File: src/rtl/adc_scan_pkg.sv
package adc_scan_pkg;

  typedef enum logic [1:0] {
    SCAN_ONCE = 2'd0,
    SCAN_TRIG = 2'd1,
    SCAN_CONT = 2'd2
  } scan_mode_e;

  typedef enum logic [1:0] {
    ST_IDLE  = 2'd0,
    ST_ISSUE = 2'd1,
    ST_WAIT  = 2'd2
  } seq_state_e;

  // Window test: strictly below low or strictly above high.
  function automatic logic out_of_window(input int unsigned v,
                                         input int unsigned lo,
                                         input int unsigned hi);
    return (v < lo) || (v > hi);
  endfunction

  // Crossing test: sel[0] below-to-above, sel[1] above-to-below.
  function automatic logic crossing_hit(input logic seen, input logic was_above,
                                        input logic now_above, input logic [1:0] sel);
    return seen && ((sel[0] && !was_above && now_above) ||
                    (sel[1] && was_above && !now_above));
  endfunction

endpackage

File: src/rtl/adc_seq_ctrl.sv
module adc_seq_ctrl
  import adc_scan_pkg::*;
#(
  parameter int NCH   = 8,
  parameter int NSLOT = 8
) (
  input  logic                     clk,
  input  logic                     rst_n,
  input  logic [1:0]               mode,
  input  logic                     simul,
  input  logic                     run,
  input  logic                     trig,
  input  logic [NSLOT*$clog2(NCH)-1:0] list_cfg,
  input  logic [$clog2(NSLOT)-1:0] len_m1,
  input  logic                     done_a,
  input  logic                     done_b,
  output logic [$clog2(NCH)-1:0]   mux_a,
  output logic [$clog2(NCH)-1:0]   mux_b,
  output logic                     start_a,
  output logic                     start_b,
  output logic                     busy,
  output logic                     acc_a,
  output logic                     acc_b,
  output logic [$clog2(NSLOT)-1:0] slot_a,
  output logic [$clog2(NSLOT)-1:0] slot_b,
  output logic                     clash,
  output logic                     eos_set
);
  localparam int CW   = $clog2(NCH);
  localparam int SW   = $clog2(NSLOT);
  localparam int HALF = NSLOT / 2;

  seq_state_e     st;
  logic [SW-1:0]  idx;
  logic [SW-1:0]  last_idx;
  logic           got_a, got_b, run_q;
  logic           need_a, need_b, fin_a, fin_b, complete, step, launch;

  assign slot_a = simul ? {1'b0, idx[SW-2:0]} : idx;
  assign slot_b = simul ? {1'b1, idx[SW-2:0]} : idx;
  assign mux_a  = list_cfg[slot_a*CW +: CW];
  assign mux_b  = list_cfg[slot_b*CW +: CW];

  assign need_a = simul || !idx[0];
  assign need_b = simul || idx[0];
  assign clash  = (st == ST_ISSUE) && simul && (mux_a == mux_b);

  assign start_a = (st == ST_ISSUE) && need_a && !clash;
  assign start_b = (st == ST_ISSUE) && need_b && !clash;

  assign acc_a = (st == ST_WAIT) && need_a && !got_a && done_a;
  assign acc_b = (st == ST_WAIT) && need_b && !got_b && done_b;
  assign fin_a = !need_a || got_a || acc_a;
  assign fin_b = !need_b || got_b || acc_b;
  assign complete = (st == ST_WAIT) && fin_a && fin_b;
  assign step     = clash || complete;

  assign last_idx = (simul && (len_m1 > SW'(HALF - 1))) ? SW'(HALF - 1) : len_m1;
  assign eos_set  = step && (idx == last_idx);
  assign busy     = (st != ST_IDLE);

  always_comb begin
    launch = 1'b0;
    if (st == ST_IDLE && run) begin
      case (scan_mode_e'(mode))
        SCAN_TRIG: launch = trig;
        SCAN_CONT: launch = 1'b1;
        default:   launch = !run_q;
      endcase
    end
  end

  always_ff @(posedge clk or negedge rst_n) begin
    if (!rst_n) begin
      st    <= ST_IDLE;
      idx   <= '0;
      got_a <= 1'b0;
      got_b <= 1'b0;
      run_q <= 1'b0;
    end else begin
      run_q <= run;
      case (st)
        ST_IDLE: if (launch) begin
          idx <= '0;
          st  <= ST_ISSUE;
        end
        ST_ISSUE: if (!clash) begin
          got_a <= 1'b0;
          got_b <= 1'b0;
          st    <= ST_WAIT;
        end
        default: begin
          if (acc_a) got_a <= 1'b1;
          if (acc_b) got_b <= 1'b1;
        end
      endcase
      if (step) begin
        if (eos_set) st <= ST_IDLE;
        else begin
          idx <= idx + 1'b1;
          st  <= ST_ISSUE;
        end
      end
    end
  end
endmodule

File: src/rtl/adc_slot_unit.sv
module adc_slot_unit
  import adc_scan_pkg::*;
#(
  parameter int W = 12
) (
  input  logic         clk,
  input  logic         rst_n,
  input  logic         wr,
  input  logic [W-1:0] wdata,
  input  logic [W-1:0] lo,
  input  logic [W-1:0] hi,
  input  logic [W-1:0] offset,
  input  logic [1:0]   sel,
  input  logic         clr_lim,
  input  logic         clr_zc,
  output logic [W-1:0] value,
  output logic         lim_flag,
  output logic         zc_flag
);
  logic seen, above, now_above, lim_hit, zc_hit;

  assign now_above = (wdata >= offset);
  assign lim_hit   = wr && out_of_window(32'(wdata), 32'(lo), 32'(hi));
  assign zc_hit    = wr && crossing_hit(seen, above, now_above, sel);

  always_ff @(posedge clk or negedge rst_n) begin
    if (!rst_n) begin
      value    <= '0;
      seen     <= 1'b0;
      above    <= 1'b0;
      lim_flag <= 1'b0;
      zc_flag  <= 1'b0;
    end else begin
      if (wr) begin
        value <= wdata;
        seen  <= 1'b1;
        above <= now_above;
      end
      lim_flag <= lim_hit || (lim_flag && !clr_lim);
      zc_flag  <= zc_hit  || (zc_flag  && !clr_zc);
    end
  end
endmodule

File: src/rtl/adc_scan_seq.sv
module adc_scan_seq #(
  parameter int NCH   = 8,
  parameter int NSLOT = 8,
  parameter int W     = 12
) (
  input  logic                          clk,
  input  logic                          rst_n,
  input  logic [1:0]                    mode,
  input  logic                          simul,
  input  logic                          run,
  input  logic                          trig,
  input  logic [NSLOT*$clog2(NCH)-1:0]  list_cfg,
  input  logic [$clog2(NSLOT)-1:0]      len_m1,
  input  logic [W-1:0]                  lo_limit,
  input  logic [W-1:0]                  hi_limit,
  input  logic [W-1:0]                  zc_offset,
  input  logic [2*NSLOT-1:0]            zc_sel,
  input  logic                          en_eos,
  input  logic                          en_lim,
  input  logic                          en_zc,
  input  logic                          clr_eos,
  input  logic                          clr_err,
  input  logic [NSLOT-1:0]              clr_lim,
  input  logic [NSLOT-1:0]              clr_zc,
  output logic [$clog2(NCH)-1:0]        mux_a,
  output logic [$clog2(NCH)-1:0]        mux_b,
  output logic                          start_a,
  output logic                          start_b,
  input  logic                          done_a,
  input  logic                          done_b,
  input  logic [W-1:0]                  res_a,
  input  logic [W-1:0]                  res_b,
  output logic                          busy,
  input  logic [$clog2(NSLOT)-1:0]      rd_slot,
  output logic [W-1:0]                  rd_data,
  output logic [NSLOT-1:0]              lim_flags,
  output logic [NSLOT-1:0]              zc_flags,
  output logic                          eos_flag,
  output logic                          err_flag,
  output logic                          irq_eos,
  output logic                          irq_lim,
  output logic                          irq_zc
);
  localparam int CW = $clog2(NCH);
  localparam int SW = $clog2(NSLOT);

  // Internal events, named for the checker.
  logic          acc_a, acc_b, clash, eos_set;
  logic [SW-1:0] slot_a, slot_b;
  logic [W-1:0]  vals [NSLOT];

  adc_seq_ctrl #(.NCH(NCH), .NSLOT(NSLOT)) u_ctrl (
    .clk, .rst_n, .mode, .simul, .run, .trig, .list_cfg, .len_m1,
    .done_a, .done_b, .mux_a, .mux_b, .start_a, .start_b, .busy,
    .acc_a, .acc_b, .slot_a, .slot_b, .clash, .eos_set
  );

  for (genvar k = 0; k < NSLOT; k++) begin : g_slot
    logic hit_a, hit_b;
    assign hit_a = acc_a && (slot_a == SW'(k));
    assign hit_b = acc_b && (slot_b == SW'(k));
    adc_slot_unit #(.W(W)) u_slot (
      .clk, .rst_n,
      .wr      (hit_a || hit_b),
      .wdata   (hit_a ? res_a : res_b),
      .lo      (lo_limit),
      .hi      (hi_limit),
      .offset  (zc_offset),
      .sel     (zc_sel[2*k +: 2]),
      .clr_lim (clr_lim[k]),
      .clr_zc  (clr_zc[k]),
      .value   (vals[k]),
      .lim_flag(lim_flags[k]),
      .zc_flag (zc_flags[k])
    );
  end

  assign rd_data = vals[rd_slot];

  always_ff @(posedge clk or negedge rst_n) begin
    if (!rst_n) begin
      eos_flag <= 1'b0;
      err_flag <= 1'b0;
    end else begin
      eos_flag <= eos_set || (eos_flag && !clr_eos);
      err_flag <= clash   || (err_flag && !clr_err);
    end
  end

  assign irq_eos = eos_flag && en_eos;
  assign irq_lim = (|lim_flags) && en_lim;
  assign irq_zc  = (|zc_flags) && en_zc;
endmodule

File: config.mk
export PLATFORM = sky130hd
export DESIGN_NAME = adc_scan_seq
export DESIGN_NICKNAME = d
export VERILOG_FILES = /design/src/rtl/adc_scan_pkg.sv /design/src/rtl/adc_seq_ctrl.sv /design/src/rtl/adc_slot_unit.sv /design/src/rtl/adc_scan_seq.sv
export SDC_FILE = /design/constraint.sdc
export NUM_CORES = 1
export LEC_CHECK = 0
export CORE_ASPECT_RATIO = 2
export CORE_MARGIN = 3
export CORE_UTILIZATION = 55
export DETAILED_ROUTE_END_ITERATION = 7
export DONT_BUFFER_PORTS = 1
export PLACE_DENSITY = 0.78
export SLEW_MARGIN = 20
export SYNTH_ARGS = -nofsm -noshare
export SYNTH_HDL_FRONTEND = slang
export SYNTH_SLANG_ARGS = --single-unit
File: constraint.sdc
create_clock -name clk -period 7.29 [get_ports clk]
set_clock_uncertainty 0.05 [all_clocks]
set_input_delay 2.187 -clock clk [delete_from_list [all_inputs] [get_ports clk]]
set_output_delay 2.187 -clock clk [all_outputs]
set_load 0.05 [all_outputs]
==> results.toml, run 1 <==
[status]
status = "complete, no violations"

[synth]
synth.net_count = 1861
synth-simple-area-share_pct = 12.8
post_synth.cell_area_avg_um2 = 9.79
synthesis.instances = 1439
synth_top_family_by_area = "adder cells"
ys_warn_count = 0
synthAdderAreaFrac_pct = 25.4
syn_area_mm2 = 0.0141
async_flop_share_pct = 100
synth_seq_cells = 138
synth.area.top_cells = "ha_1 (25%), dfrtp_1 (25%), mux2_2 (12%)"
synth-compound-area-share_pct = 14.7
muxShareOfSynthArea_pct = 17.9
synth_edf_count = 0
synth-xor-area-share_pct = 0.684
yosys_most_used_dff = "dfrtp_1"
synth_top_cell_area_share_pct = 25.4
synth_top_cell_by_area = "ha_1"
ys_types = 60
synth_seq_area_share_pct = 24.5

[timing]
hold_viol_final = 0
setup_ws_ns = 1.17
hold-worst-slack_ns = 0.393
tns_ns = 0
period_share_pct = 84.0
min_period_ns = 6.12
fmax_mhz = 163
setup_violations = 0
timing.slew.headroom_pct = 25.7
worst_pin_slew_ns = 1.11
rsz0062_at_grt = "false"
finalMaxSlewViolations = 0

[floorplanning]
die_area_mm2 = 0.0277
core_mm2 = 0.0251
io_pins = 178
die_w_um = 119
initial_utilization_pct = 56.1
die_y_um = 232
rows = 82

[pwr]
power_density_mw_per_mm2 = 144
p_clk_share_pct = 41.8
p_leak_nw = 7.52
swShare_pct = 32.6
p_seq_share_pct = 35.7
p_int_w = 0.00145
combPwrFrac_pct = 22.5
p_switching_w = 0.000699
ir_worst_vdd_mv = 0.213

[routing]
drcViolationCount = 0
vias = 12366
routed_wl_um = 51100
drt_iter0_markers = 953
wire_per_inst_um = 29.0
ant_nets = 0
first_pass_iters = 6
vias_per_cell = 7.02

[setup_path]
crit_fanout = 4
end_kind = "primary output"
slowest_stage = "nor2_1"
cp-start-kind = "input port"
rrSetupSlack_ns = 2.48
max_stage_delay_ns = 0.75
cp.required_ns = 5.05
arrival_ns = 3.89
path_class = "input port to primary output"
path_cells = "mux4_2 > xnor2_1 > nand2_1 > o21ai_0 > nor2_1"
rr_worst_depth = 11

[finish]
multi_input_area_mm2 = 0.0101
fillers = 2093
drive_gt1_share_pct = 16.5
nets = 1835
syn2layout_area_growth_pct = 5.53
final_area_mm2 = 0.0149
fin_cells = 1762
regArea_mm2 = 0.00345
antennaDiodeCount = 0

[clocking]
numCtsBuffers = 17
ctsLongestPathBuffers = 2
cts_root_buf = "clkbuf_16"
cts_htree_levels = 4
path_clk_slew_ns = 0.07
cts_sinks = 138
cts_setup_buffers = 0
cts_tree = "done"
cts-hold-fix-buffers = 0
cts_resized = 0
clk_latency_ns = 0.46

[job]
cap_viol_max_count = 0

[global_route]
overflow = 0
first_global_vias = 12989
track_usage_pct = 37.0
grt_pass1_wl_um = 76000
antenna_found_initial = 0
grt_max_degree = 139

[placement]
dp_hpwl_um = 40200
place_area_mm2 = 0.0143
dp_slack_ns = 1.09
gp_congestion = 1.05
numPlacedInstances = 1730
port_buffers = 0

[worst_hold_path]
hold_path_class = "flop to flop"
min_path_cells = 2
area by class of cell:
| class | instances | area share, % |
|---|---|---|
| repair buffers | 6 | 0.303 |
| well taps | 336 | 2.83 |
| inverters | 80 | 2.02 |
| clock buffers | 18 | 2.89 |
| flip-flops and latches | 138 | 23.2 |
| clock inverters | 14 | 1.03 |
| multi-input cells | 1170 | 67.7 |
logic make-up after synthesis:
logic type	count (synthesis)
adders and majority gates	286
xor gates and xnor gates	11
buffers and inverters	131
and+or+nand+nor	375
DFF	138
AOI/OAI and AO/OA	303
muxes	195
cell usage after synthesis (3+ instances only):
library cell,number
inv_1,80
a21oi_1,72
nand2_1,184
o22ai_1,9
and2_1,3
buf_4,20
nor2b_1,17
or3_1,6
o211a_1,3
clkbuf_1,18
mux2_2,155
o2111ai_1,6
o21ai_0,35
o41ai_1,3
o211ai_1,23
buf_1,7
and3_1,4
a2111oi_0,5
mux4_2,30
a21o_1,66
buf_2,6
o21a_1,20
o221ai_1,10
a32o_1,6
and4_1,3
a211oi_1,16
a21boi_0,3
mux2i_1,10
nand4_1,35
ha_1,286
nor3_1,19
nand2b_1,25
xnor2_1,9
dfrtp_1,138
nor4_1,7
nand3_1,31
o21bai_1,9
nor2_1,28
stage by stage:
step | power, W | util (%)
6_report | 0.00215 | 59.2
5_1_grt | 0.00222 | 59.2
4_1_cts | 0.00213 | 59.2
3_5_place_dp | 0.00125 | 56.8
3_3_place_gp | 0.00123 | 56.8
2_1_floorplan | 0.00111 | -
path summary, 6_finish.rpt:
kind                                        endpoint             startpoint
hold reg to reg                g_slot[5].u_slot.seen  g_slot[5].u_slot.seen
hold / removal                 g_slot[5].u_slot.seen  g_slot[5].u_slot.seen
min in group asynchronous  g_slot[4].u_slot.value[7]                  rst_n
max in group asynchronous  g_slot[1].u_slot.value[2]                  rst_n
setup / recovery                             start_b           list_cfg[11]
setup reg to reg            g_slot[5].u_slot.zc_flag          u_ctrl.idx[0]
registers in the layout, indices dropped and copies added, names as in the netlist:
signal	cells
eos_flag	1
err_flag	1
g_slot.u_slot.above	8
g_slot.u_slot.lim_flag	8
g_slot.u_slot.seen	8
g_slot.u_slot.value	96
g_slot.u_slot.zc_flag	8
u_ctrl.got_a	1
u_ctrl.got_b	1
u_ctrl.idx	3
u_ctrl.run_q	1
u_ctrl.st	2
layout by cell type (no fill, tap or decap), types with 23 or more instances in the layout:
cell type / n
mux4_2: 30
inv_1: 80
a21oi_1: 72
mux2_2: 155
dfrtp_1: 138
a21o_1: 66
nand2_1: 184
nand3_1: 31
nor2_1: 28
nand2b_1: 25
o211ai_1: 23
nand4_1: 35
ha_1: 286
o21ai_0: 35
layer usage:
metal | GRT usage, % | vias up | share of wire, %
met5 | 0 | - | 0
met1 | 34.7 | 5942 | 31
met4 | 35.9 | 0 | 12
li1 | - | 5348 | -
met3 | 8.20 | 323 | 6.7
met2 | 64.8 | 753 | 50
power by group through the flow:
stage	clock, W	sequential, W	combinational [W]
2_1_floorplan	0	0.000781	0.000334
3_3_place_gp	0	0.000780	0.000450
3_5_place_dp	0	0.000780	0.000468
4_1_cts	0.000896	0.000766	0.000470
5_1_grt	0.000926	0.000765	0.000530
6_report	0.000896	0.000766	0.000483
worst max-delay path, delay by kind of cell:
kind / cells / cell delay, ns
and+or+nand+nor: 2 / 0.84
muxes: 1 / 0.49
xor gates and xnor gates: 1 / 0.21
AOI/OAI and AO/OA: 1 / 0.17
No activity file was read; power rests on OpenSTA's default activity.
==> run 2: changes to the inputs <==
--- a/config.mk
+++ b/config.mk
@@ -10,7 +10,7 @@
 export CORE_UTILIZATION = 55
 export DETAILED_ROUTE_END_ITERATION = 7
 export DONT_BUFFER_PORTS = 1
-export PLACE_DENSITY = 0.78
+export PLACE_DENSITY = 0.81
 export SLEW_MARGIN = 20
 export SYNTH_ARGS = -nofsm -noshare
 export SYNTH_HDL_FRONTEND = slang
==> constraint.sdc (replaced) <==
create_clock -name clk -period 5.5 [get_ports clk]
set_clock_uncertainty 0.05 [all_clocks]
set_input_delay 1.65 -clock clk [delete_from_list [all_inputs] [get_ports clk]]
set_output_delay 1.65 -clock clk [all_outputs]
set_load 0.05 [all_outputs]
==> results.toml, run 2 (same netlist as run 1, synthesis figures left out) <==
[floorplanning]
die_w_um = 119
io_pins = 178
core_mm2 = 0.0251
die_y_um = 232
initial_utilization_pct = 56.1
die_area_mm2 = 0.0277
rows = 82

[setup_path]
rrSetupSlack_ns = 1.05
r2r_start = "u_ctrl.idx[0]"
max_stage_delay_ns = 0.50
slowest_stage = "mux4_2"
rr_worst_depth = 10
arrival_ns = 3.27
crit_fanout = 4
end_kind = "primary output"
reg2reg_to = "g_slot[0].u_slot.lim_flag"
cp-start-kind = "input port"
path_cells = "mux4_2 > xnor2_1 > nand2_1 > o21ai_0 > nor2_1 > buf_4"
path_class = "input port to primary output"
cp.required_ns = 3.80

[routing]
ant_nets = 0
wl_met3_um = 4030
vias = 12618
wl_met1_um = 17200
dr_wl_met2_um = 26800
wire_per_inst_um = 30.6
top_layer = "met4"
routed_wl_um = 54400
vias_per_cell = 7.10
first_pass_iters = 6
drcViolationCount = 0
drt_iter0_markers = 1231

[clocking]
cts_sinks = 138
ctsLongestPathBuffers = 2
numCtsBuffers = 17
path_clk_slew_ns = 0.06
cts_tree = "done"
cts_resized = 0
cts_setup_buffers = 0
cts-hold-fix-buffers = 0
cts_htree_levels = 4
clk_latency_ns = 0.46
cts_root_buf = "clkbuf_16"

[finish]
syn2layout_area_growth_pct = 6.77
regArea_mm2 = 0.00345
nets = 1849
drive_gt1_share_pct = 17.4
largest_reg_flops = 96
fillers = 2132
final_common_cell = "ha_1"
multi_input_area_mm2 = 0.0101
final_area_mm2 = 0.0150
top_register = "g_slot.u_slot.value"
final_cell_mix = "ha_1 (286), nand2_1 (184), mux2_2 (155)"

[timing]
timing.slew.headroom_pct = 24.6
hold_viol_final = 0
period_share_pct = 90.3
finalMaxSlewViolations = 0
setup_violations = 0
fmax_mhz = 201
worst_pin_slew_ns = 1.13
tns_ns = 0
hold-worst-slack_ns = 0.395
rsz0062_at_grt = "false"
min_period_ns = 4.97

[placement]
place_area_mm2 = 0.0144
dp_hpwl_um = 41200
port_buffers = 0
gp_congestion = 1.05

[job]
cap_viol_max_count = 0

[worst_hold_path]
min_path_cells = 2
hold_start = "g_slot[5].u_slot.seen"
hold_path_class = "flop to flop"
hold_path_end = "g_slot[5].u_slot.seen"

[global_route]
grt_pass1_wl_um = 79300
track_usage_pct = 39.2
grt_max_degree = 139
first_global_vias = 13166
overflow = 0
antenna_found_initial = 0

[status]
status = "complete, no violations"

[pwr]
ir_worst_vdd_mv = 0.173
p_leak_nw = 7.62
power_density_mw_per_mm2 = 199
==> run 2: cell count changes in the layout (fill, tap and decap cells not counted), sizes merged <==
cell and change:
diode +1, bufinv +3, clkinv +3, clkinvlp -2
buf +14, inv -4
==> run 2: worst max-delay path, delay by kind of cell <==
kind | cells | cell delay [ns]
AOI/OAI and AO/OA | 1 | 0.41
xor gates and xnor gates | 1 | 0.30
buffers and inverters | 1 | 0.21
muxes | 1 | 0.50
and+or+nand+nor | 2 | 0.20
==> run 2: final cells by class <==
cell class	instances	area share, %
Tap cell	336	2.79
Multi-Input combinational cell	1170	66.9
Timing Repair Buffer	20	0.998
Clock inverter	14	1.39
Clock buffer	18	2.92
Antenna cell	1	0.0166
Sequential cell	138	23.0
Inverter	80	2.00
==> run 2: worst max-delay path by stage <==
stage / endpoint / slack [ns] / from
global placement: g_slot[3].u_slot.zc_flag / 0.47 / done_a
finish: start_a / 0.53 / list_cfg[11]
detailed placement: g_slot[0].u_slot.lim_flag / 0.41 / done_a
global route: start_a / 0.38 / list_cfg[11]
floorplan: rd_data[0] / 0.36 / rd_slot[0]
CTS: start_a / 0.55 / list_cfg[11]
==> run 2: stage by stage <==
stage / utilization [%] / setup slack [ns] / total power [W] / cells
after floorplan: - / 0.359 / 0.00148 / 1439
after global routing: 59.8 / 0.376 / 0.00309 / 1776
after detailed placement: 57.3 / 0.405 / 0.00167 / 1744
final: 59.9 / 0.532 / 0.00299 / 1777
after CTS: 59.8 / 0.550 / 0.00297 / 1776
after global placement: 57.3 / 0.472 / 0.00165 / 1744
==> run 2: routing by layer <==
metal | global-route usage (%) | vias up
li1 | - | 5364
met5 | 0 | -
met4 | 38.0 | 0
met3 | 8.20 | 331
met2 | 67.0 | 812
met1 | 38.3 | 6111
==> run 2: report_power, final <==
group          switching (W)  internal, W
clock               0.000527     0.000782
combinational       0.000404     0.000264
sequential       0.000000129      0.00102
total               0.000930      0.00206
